**src/rtl/prio_pkg.sv**
```systemverilog
package prio_pkg;
  // Strobes from a stage's control part to its datapath part.
  typedef struct packed {
    logic active;  // stage enabled
    logic hit;     // stage enabled and some request asserted
  } prioStrobe_t;
endpackage

```
**src/rtl/prio8_ctrl.sv**
```systemverilog
module prio8_ctrl
  import prio_pkg::*;
#(
  parameter int W = 8
) (
  input  logic         enInN,
  input  logic [W-1:0] dataN,
  output prioStrobe_t  strobe,
  output logic         grpSelN,
  output logic         enOutN
);
  logic anyReq;

  always_comb begin
    anyReq        = ~&dataN;
    strobe.active = ~enInN;
    strobe.hit    = ~enInN & anyReq;
    grpSelN       = ~strobe.hit;
    enOutN        = ~(strobe.active & ~anyReq);
  end

  always_comb begin

    one_flag_low_chk: assert (!(grpSelN == 1'b0 && enOutN == 1'b0))
      else $error("group-hit and pass-down both low");
  end
endmodule

```
**src/rtl/prio8_data.sv**
```systemverilog
module prio8_data
  import prio_pkg::*;
#(
  parameter int W  = 8,
  localparam int CW = $clog2(W)
) (
  input  prioStrobe_t   strobe,
  input  logic [W-1:0]  dataN,
  output logic [CW-1:0] codeN
);
  logic [CW-1:0] winIdx;

  always_comb begin
    winIdx = '0;
    for (int i = 0; i < W; i++) begin
      if (!dataN[i]) winIdx = CW'(i);
    end
    codeN = strobe.hit ? ~winIdx : '1;
  end

  always_comb begin

    code_names_low_input_chk: assert (!strobe.hit || !dataN[~codeN])
      else $error("code names an input that is not asserted");

    top_input_wins_chk: assert (!(strobe.hit && !dataN[W-1]) || codeN == '0)
      else $error("top input asserted but code not zero");
  end
endmodule

```
**src/rtl/prio8_stage.sv**
```systemverilog
module prio8_stage
  import prio_pkg::*;
#(
  parameter int W  = 8,
  localparam int CW = $clog2(W)
) (
  input  logic          enInN,
  input  logic [W-1:0]  dataN,
  output logic [CW-1:0] codeN,
  output logic          grpSelN,
  output logic          enOutN
);
  prioStrobe_t strobe;

  prio8_ctrl #(.W(W)) u_ctrl (
    .enInN  (enInN),
    .dataN  (dataN),
    .strobe (strobe),
    .grpSelN(grpSelN),
    .enOutN (enOutN)
  );

  prio8_data #(.W(W)) u_data (
    .strobe(strobe),
    .dataN (dataN),
    .codeN (codeN)
  );

  always_comb begin

    disabled_all_high_chk: assert (!enInN || (codeN == '1 && grpSelN && enOutN))
      else $error("disabled stage drives a low output");
  end
endmodule

```
**src/rtl/prio_chain.sv**
```systemverilog
module prio_chain #(
  parameter int STAGES = 2,
  parameter int SW_IN  = 8,
  localparam int CW    = $clog2(SW_IN),
  localparam int SELW  = $clog2(STAGES),
  localparam int NW    = STAGES * SW_IN
) (
  input  logic               enInN,
  input  logic [NW-1:0]      reqN,
  output logic [CW+SELW-1:0] codeN,
  output logic               grpSelN,
  output logic               enOutN
);
  logic [STAGES:0]   enChain;
  logic [STAGES-1:0] stageGsN;
  logic [CW-1:0]     stageCode [STAGES];
  logic [SELW-1:0]   selBin;
  logic [CW-1:0]     lowAnd;

  assign enChain[STAGES] = enInN;

  // Highest stage index has highest priority; its pass-down enables the next one below.
  for (genvar s = 0; s < STAGES; s++) begin : g_stage
    prio8_stage #(.W(SW_IN)) u_stage (
      .enInN  (enChain[s+1]),
      .dataN  (reqN[s*SW_IN +: SW_IN]),
      .codeN  (stageCode[s]),
      .grpSelN(stageGsN[s]),
      .enOutN (enChain[s])
    );
  end

  always_comb begin
    selBin = '0;
    lowAnd = '1;
    for (int s = 0; s < STAGES; s++) begin
      if (!stageGsN[s]) selBin = SELW'(s);
      lowAnd = lowAnd & stageCode[s];
    end
    codeN   = {~selBin, lowAnd};
    grpSelN = &stageGsN;
    enOutN  = enChain[0];
  end

  always_comb begin

    single_stage_hit_chk: assert ($countones(~stageGsN) <= 1)
      else $error("more than one stage reports a hit");

    chain_disabled_chk: assert (!enInN || (codeN == '1 && grpSelN && enOutN))
      else $error("disabled chain drives a low output");
  end
endmodule

```
**config.mk**
```make
export PLATFORM = sky130hd
export DESIGN_NAME = prio_chain
export DESIGN_NICKNAME = d
export VERILOG_FILES = /design/src/rtl/prio_pkg.sv /design/src/rtl/prio8_ctrl.sv /design/src/rtl/prio8_data.sv /design/src/rtl/prio8_stage.sv /design/src/rtl/prio_chain.sv
export SDC_FILE = /design/constraint.sdc
export NUM_CORES = 1
export LEC_CHECK = 0
export CORE_AREA = 10 10 47 49
export DETAILED_ROUTE_END_ITERATION = 16
export DIE_AREA = 0 0 57 59
export PLACE_DENSITY = 0.58
export SYNTH_ARGS = -nofsm -noshare
export SYNTH_HDL_FRONTEND = slang
export SYNTH_SLANG_ARGS = --single-unit
export TNS_END_PERCENT = 100
```
**constraint.sdc**
```tcl
create_clock -name vclk -period 1.2
set_clock_uncertainty 0.1 [all_clocks]
set_input_delay 0.24 -clock vclk [all_inputs]
set_output_delay 0.24 -clock vclk [all_outputs]
set_load 0.005 [all_outputs]
```
==> results of run 1 <==
-- power breakdown --
| part | switching [mW] | total [mW] | internal [mW] | leakage [nW] |
|---|---|---|---|---|
| Clock | 0 | 0 | 0 | 0 |
| Combinational | 0.0562 | 0.156 | 0.0995 | 0.289 |
| Sequential | 0 | 0 | 0 | 0 |
-- final timing paths --
| kind | start | to | slack (ns) |
|---|---|---|---|
| max | reqN[12] | codeN[0] | -0.39 |
| min | reqN[15] | codeN[2] | 0.88 |
-- timing repair --
item,CTS,global route
pin swaps,11,8
setup buffers,9,0
setup endpoints to repair,6,6
endpoints found under the hold margin,0,0
resized for setup,76,19
cloned,0,0
-- layout make-up --
| type | instances | area, um^2 | share of cell area (%) |
|---|---|---|---|
| inverters | 4 | 15.0 | 2.55 |
| well taps | 16 | 20.0 | 3.40 |
| multi-input cells | 26 | 204 | 34.7 |
| repair buffers | 41 | 349 | 59.4 |
-- cells in the mapped netlist --
master,instances,share of area (%)
buf_4,1,4.0
nand4_2,1,6.6
o21ai_2,1,4.6
o21ai_0,4,11
nand2_1,5,9.9
o21bai_1,2,7.9
o22a_1,2,9.3
nor3_2,1,5.3
nor2_1,1,2.0
and2b_2,1,4.6
nand4_1,3,9.9
and2_2,1,4.0
inv_1,4,7.9
a31oi_1,4,13
-- metal layers --
metal | vias up | share of wire, %
li1 | 199 | -
met1 | 171 | 39
met2 | 13 | 54
met3 | 0 | 6.5
met4 | 0 | 0
met5 | - | 0
-- cells by family after synthesis --
| family | count (synthesis) | synth area share (%) |
|---|---|---|
| compound gates | 13 | 45.7 |
| simple gates | 13 | 42.4 |
| buf+inv | 5 | 11.9 |
-- metrics by stage --
stage	setup WS [ns]	utilization [%]	instances
2_1_floorplan	0.00579	-	31
3_3_place_gp	-1.03	35.6	78
3_5_place_dp	-1.06	35.6	78
4_1_cts	-0.389	40.8	87
5_1_grt	-0.454	42.0	87
6_report	-0.392	42.0	87
==> impl_metrics.tcl, run 1 <==
set metrics [dict create \
    powerDensity_nw_per_um2 265 \
    fin_setup_tns_ns -1.73 \
    worstPathArrival_ns 1.25 \
    dieArea_um2 3360 \
    design.seq.count 0 \
    setup.worst_path.class "in2out" \
    hold_buffers 0 \
    max_cap_violations 0 \
    period_share_pct 133 \
    violations "setup timing" \
    slew_viol_final 0 \
    gp_congestion 0.687 \
    slowest_delay_ns 0.21 \
    syn-num-nets 48 \
    drive_gt1_share_pct 60.6 \
    cp.depth 7 \
    leakage_nw 0.289 \
    io_pins 23 \
    grt_pass1_vias 408 \
    hold_class "in2out" \
    grt_pass1_wl_um 1760 \
    grt_use_total_pct 6.06 \
    drt_iter0_markers 5 \
    max_slew.worst_pin.slew_ns 0.213 \
    fin_nets 90 \
    seq_area_um2 0 \
    fin_crit_ns 1.59 \
    portBuffers 23 \
    setup_ws_ns -0.392 \
    die_height_um 59 \
    total_power_uw 156 \
    cpLargestDelayFamily "buffers and inverters" \
    crit_chain "buf_6 > nand4_1 > buf_4 > nor3_4 > o21ai_4 > o22a_1 > buf_2" \
    top_usage_layer "met2" \
    syn_area_um2 189 \
    design_area_um2 588 \
    fillers 149 \
    nClkBuffers 0 \
    rsz0062_at_grt "yes" \
    dpl.hpwl_um 801 \
    avgSynthCellArea_um2 6.09 \
    syn_inst 31 \
    wirelength_um 1080 \
    fmax_mhz 628 \
    worstPathRequired_ns 0.86 \
    yosysWarnings 0 \
    vias 383 \
    ant_nets 0 \
    drt_first_pass_iters 4 \
    status "finished, violations left" \
    cp_max_fo 3 \
    use_met2_pct 12.2 \
    overflow 0 \
    end_kind "output port" \
    final_common_cell "buf_4" \
    layout.cells.most_common_list "buf_4, buf_6, dlygate4sd2_1" \
    cpMaxStageDelayCell "nor3_4" \
    rows 14 \
    slew_headroom_pct 85.7 \
    whs_path_depth 5 \
    holdWs_ns 0.881 \
    antenna_cells 0 \
    core_um2 1400 \
    synth_cell_type_count 14 \
    viasPerCell 4.40 \
    grt_max_degree 5 \
    worstSetupStartpointType "input port" \
    critPathBufInv 3 \
    post-route-drc-count 0 \
    setup-violations-final 6 \
    grtUsageMet1_pct 6.56 \
    route.detailed.wl_per_inst_um 12.4 \
    fp.dieW_um 57 \
    seq_area_frac_synth_pct 0 \
    area_delta_synth_final_pct 211 \
    hold_viol 0 \
    antenna_found_initial 0 \
    peakVddDrop_v 0.000119 \
    grtUsageMet3_pct 1.29 \
    dpl_cell_area_um2 499 \
    start_util_pct 13.5 \
]
Power figures use the tool's default switching activity.
==> run 2: changes to the inputs <==
--- a/config.mk
+++ b/config.mk
@@ -5,9 +5,9 @@
 export SDC_FILE = /design/constraint.sdc
 export NUM_CORES = 1
 export LEC_CHECK = 0
-export CORE_AREA = 10 10 47 49
+export CORE_AREA = 3 3 40 42
 export DETAILED_ROUTE_END_ITERATION = 16
-export DIE_AREA = 0 0 57 59
+export DIE_AREA = 0 0 43 45
 export PLACE_DENSITY = 0.58
 export SYNTH_ARGS = -nofsm -noshare
 export SYNTH_HDL_FRONTEND = slang
==> run 2 against run 1 <==
Net effect:
- the run still ends with setup timing left
- sequential share of layout area is the same
- combinational power is 6% higher
- final cell count did not move
- design area increased by 3.2%
- die area decreased by 42%
- global-route usage up 3.9 points
- largest power group unchanged
==> impl_metrics.tcl, run 2 (same netlist as run 1, synthesis figures left out) <==
set metrics [dict create \
    powerDensity_nw_per_um2 271 \
    rows 13 \
    setup.worst_path.class "in2out" \
    end_kind "output port" \
    grt_pass1_wl_um 1580 \
    overflow 0 \
    worstSetupStartpointType "input port" \
    fillers 125 \
    dieArea_um2 1940 \
    setup-violations-final 6 \
    io_pins 23 \
    fin_nets 91 \
    dpl.hpwl_um 661 \
    setup_ws_ns -0.267 \
    crit_chain "buf_6 > nand4_1 > buf_4 > o21bai_4 > buf_6 > o22a_1 > buf_2" \
    drt_iter0_markers 1 \
    cp_max_fo 3 \
    cpMaxStageDelayCell "buf_4" \
    hold_class "in2out" \
    gp_congestion 0.641 \
    total_power_uw 165 \
    ant_nets 0 \
    rsz0062_at_grt "yes" \
    fin_crit_ns 1.47 \
    antenna_cells 0 \
    viasPerCell 4.43 \
    core_um2 1280 \
    period_share_pct 122 \
    max_slew.worst_pin.slew_ns 0.197 \
    crit_path_end "codeN[0]" \
    startpoint "reqN[15]" \
    final_common_cell "buf_4" \
    whs_path_depth 3 \
    start_util_pct 14.7 \
    crit_top_cell "buf_6" \
    grt_max_degree 4 \
    slew_viol_final 0 \
    grt_use_total_pct 9.96 \
    worstPathArrival_ns 1.13 \
    grt_pass1_vias 391 \
    design.seq.count 0 \
    vias 385 \
    dpl_cell_area_um2 513 \
    leakage_nw 0.286 \
    status "finished, violations left" \
    slowest_delay_ns 0.20 \
    fmax_mhz 682 \
    antenna_found_initial 0 \
    slew_headroom_pct 86.7 \
    hold_viol 0 \
    layout.cells.most_common_list "buf_4, buf_6, buf_2" \
    fp.dieW_um 43 \
    seq_area_um2 0 \
    drive_gt1_share_pct 68.1 \
    portBuffers 23 \
    wirelength_um 909 \
    worstPathRequired_ns 0.86 \
    max_cap_violations 0 \
    violations "setup timing" \
    route.detailed.wl_per_inst_um 10.4 \
    fin_setup_tns_ns -1.32 \
    post-route-drc-count 0 \
    nClkBuffers 0 \
    peakVddDrop_v 0.000104 \
    drt_first_pass_iters 2 \
    design_area_um2 607 \
    die_height_um 45 \
    area_delta_synth_final_pct 221 \
]
[run 2: through the flow]
step	hold slack, ns	setup WS (ns)	util, %	std cells
detailed placement	1.43	-1.01	39.9	79
floorplan	0.474	0.00579	-	31
global placement	1.46	-1.01	39.9	79
global route	0.854	-0.324	47.2	87
finish	0.828	-0.267	47.2	87
CTS	0.827	-0.279	46.4	87
[run 2: what timing repair did]
action / 4_1_cts / 5_1_grt
hold buffers: 0 / 0
endpoints found under the setup margin: 6 / 6
gates cloned: 0 / 0
gates resized for setup: 106 / 3
pin swaps: 13 / 5
setup buffers: 8 / 1
[run 2: layout make-up]
cell class	count	area [um^2]	area share [%]
inverters	4	15.0	2.47
multi-input cells	26	211	34.8
well taps	15	18.8	3.09
repair buffers	42	362	59.6
[run 2: how the worst min path moves through the flow]
stage,start,end
2_1_floorplan,enInN,codeN[2]
3_3_place_gp,enInN,codeN[2]
3_5_place_dp,enInN,codeN[2]
4_1_cts,enInN,codeN[2]
5_1_grt,enInN,codeN[2]
6_report,enInN,codeN[2]
[run 2: critical path: cells and delay by family]
kind,cells,cell delay [ns]
simple gates,1,0.16
compound gates,2,0.23
buf+inv,4,0.48
[run 2: report_power, final]
part | leakage (nW) | switching [mW] | total (mW) | internal [mW]
sequential | 0 | 0 | 0 | 0
clock | 0 | 0 | 0 | 0
combinational | 0.286 | 0.0584 | 0.165 | 0.106
[run 2: metal layers]
metal	global-route usage, %	vias to the layer above	wire, um
met1	11.9	178	373
met2	21.0	7	517
li1	-	200	-
met3	0	0	18
met4	0	0	0
met5	0	-	0
==> run 3: changes to the inputs <==
--- a/config.mk
+++ b/config.mk
@@ -8,7 +8,8 @@
 export CORE_AREA = 3 3 40 42
 export DETAILED_ROUTE_END_ITERATION = 16
 export DIE_AREA = 0 0 43 45
-export PLACE_DENSITY = 0.58
+export DONT_BUFFER_PORTS = 1
+export PLACE_DENSITY = 0.36
 export SYNTH_ARGS = -nofsm -noshare
 export SYNTH_HDL_FRONTEND = slang
 export SYNTH_SLANG_ARGS = --single-unit
==> run 3 against run 2 <==
Net effect:
- the run still ends with setup timing left
- highest routed layer unchanged
- power is 70% lower
- worst setup slack improved by 0.22 ns
- largest power group unchanged
- via count down 38%
- non-clock buffer count shrank 37
- worst hold slack got worse by 0.35 ns
- sequential cell count unchanged
- die area is the same
- first-iteration DRC count unchanged
- final cell count decreased by 43%
==> impl_metrics.tcl, run 3 (same netlist as run 1, synthesis figures left out) <==
set metrics [dict create \
    top_usage_layer "met2" \
    fin_crit_ns 1.24 \
    holdWs_ns 0.474 \
    grt_use_total_pct 5.14 \
    viasPerCell 4.74 \
    fmax_mhz 803 \
    use_met2_pct 7.78 \
    drt_first_pass_iters 2 \
    place_inst 49 \
    antenna_cells 0 \
    p_sw_uw 20.8 \
    core_um2 1280 \
    route.detailed.wl_per_inst_um 12.8 \
    antenna_found_initial 0 \
    end_kind "output port" \
    fin_setup_tns_ns -0.0862 \
    grt_pass1_wl_um 786 \
    die_height_um 45 \
    seq_area_um2 0 \
    post-route-drc-count 0 \
    vias 237 \
    nClkBuffers 0 \
    slew_viol_final 0 \
    wirelength_um 640 \
    io_pins 23 \
    powerDensity_nw_per_um2 184 \
    dieArea_um2 1940 \
    peakVddDrop_v 0.0000398 \
    overflow 0 \
    portBuffers 0 \
    drt_iter0_markers 1 \
    drive_gt1_share_pct 34.3 \
    rsz0062_at_grt "yes" \
    design.seq.count 0 \
    hold_viol 0 \
    finalNonFillerCells 50 \
    p_int_uw 27.9 \
    combPwrFrac_pct 100.0 \
    setup-violations-final 3 \
    cp_max_fo 4 \
    gp_congestion 0.576 \
    status "finished, violations left" \
    setup.worst_path.class "in2out" \
    grtUsageMet1_pct 6.43 \
    seq_power_share_pct 0 \
    max_cap_violations 0 \
    clkPwrFrac_pct 0 \
    hold_class "in2out" \
    swShare_pct 42.7 \
    total_power_uw 48.7 \
    hold_buffers 0 \
    rows 13 \
    leakage_nw 0.0936 \
    layout.cells.most_common_list "nand2_1, a31oi_1, inv_1, o21ai_0, buf_4" \
    slew_headroom_pct 86.6 \
    violations "setup timing" \
    setup_ws_ns -0.0446 \
    area_delta_synth_final_pct 39.7 \
    grt_pass1_vias 192 \
    grtUsageMet3_pct 3.59 \
    worstSetupStartpointType "input port" \
    ant_nets 0 \
    fin_nets 54 \
    start_util_pct 14.7 \
    fp.dieW_um 43 \
    dpl.hpwl_um 568 \
    worstPathArrival_ns 0.90 \
    max_slew.worst_pin.slew_ns 0.199 \
    worstPathRequired_ns 0.86 \
    grt_max_degree 5 \
    period_share_pct 104 \
]
## run 3: worst max-delay path: stages
cell	delay, ns
nand4_1	0.14
nor3_2	0.20
o21ai_2	0.10
o22a_1	0.23
## run 3: what timing repair did
action | CTS | global route
cloned | 0 | 0
resized for setup | 1 | 4
setup endpoints to repair | 3 | 6
setup buffers | 2 | 0
pin swaps | 4 | 0
## run 3: layer usage
layer | vias to the layer above | wire [um]
met3 | 0 | 104
met1 | 99 | 252
met4 | 0 | 0
li1 | 126 | -
met5 | - | 0
met2 | 12 | 284
## run 3: cell type report
type,count,area (um^2)
Fill cell,151,1020
Inverter,4,15.0
Multi-Input combinational cell,26,189
Tap cell,15,18.8
Timing Repair Buffer,5,41.3
## run 3: path summary, 6_finish.rpt
| check | endpoint | slack, ns | start | depth (start not counted) |
|---|---|---|---|---|
| worst max-delay path | codeN[1] | -0.04 | reqN[14] | 4 |
| worst min-delay path | codeN[2] | 0.47 | enInN | 1 |
## run 3: power groups by stage
stage | combinational (mW) | sequential [mW] | clock, mW
final | 0.0487 | 0 | 0
after global routing | 0.0544 | 0 | 0
after detailed placement | 0.0429 | 0 | 0
after CTS | 0.0451 | 0 | 0
after global placement | 0.0434 | 0 | 0
after floorplan | 0.0326 | 0 | 0
## run 3: per-stage QoR
| step | utilization (%) | cell area, um^2 | setup slack, ns |
|---|---|---|---|
| 2_1_floorplan | - | 189 | 0.00579 |
| 3_3_place_gp | 17.9 | 230 | -0.0616 |
| 3_5_place_dp | 17.9 | 230 | -0.0799 |
| 4_1_cts | 19.8 | 254 | -0.0541 |
| 5_1_grt | 20.5 | 264 | -0.110 |
| 6_report | 20.5 | 264 | -0.0446 |
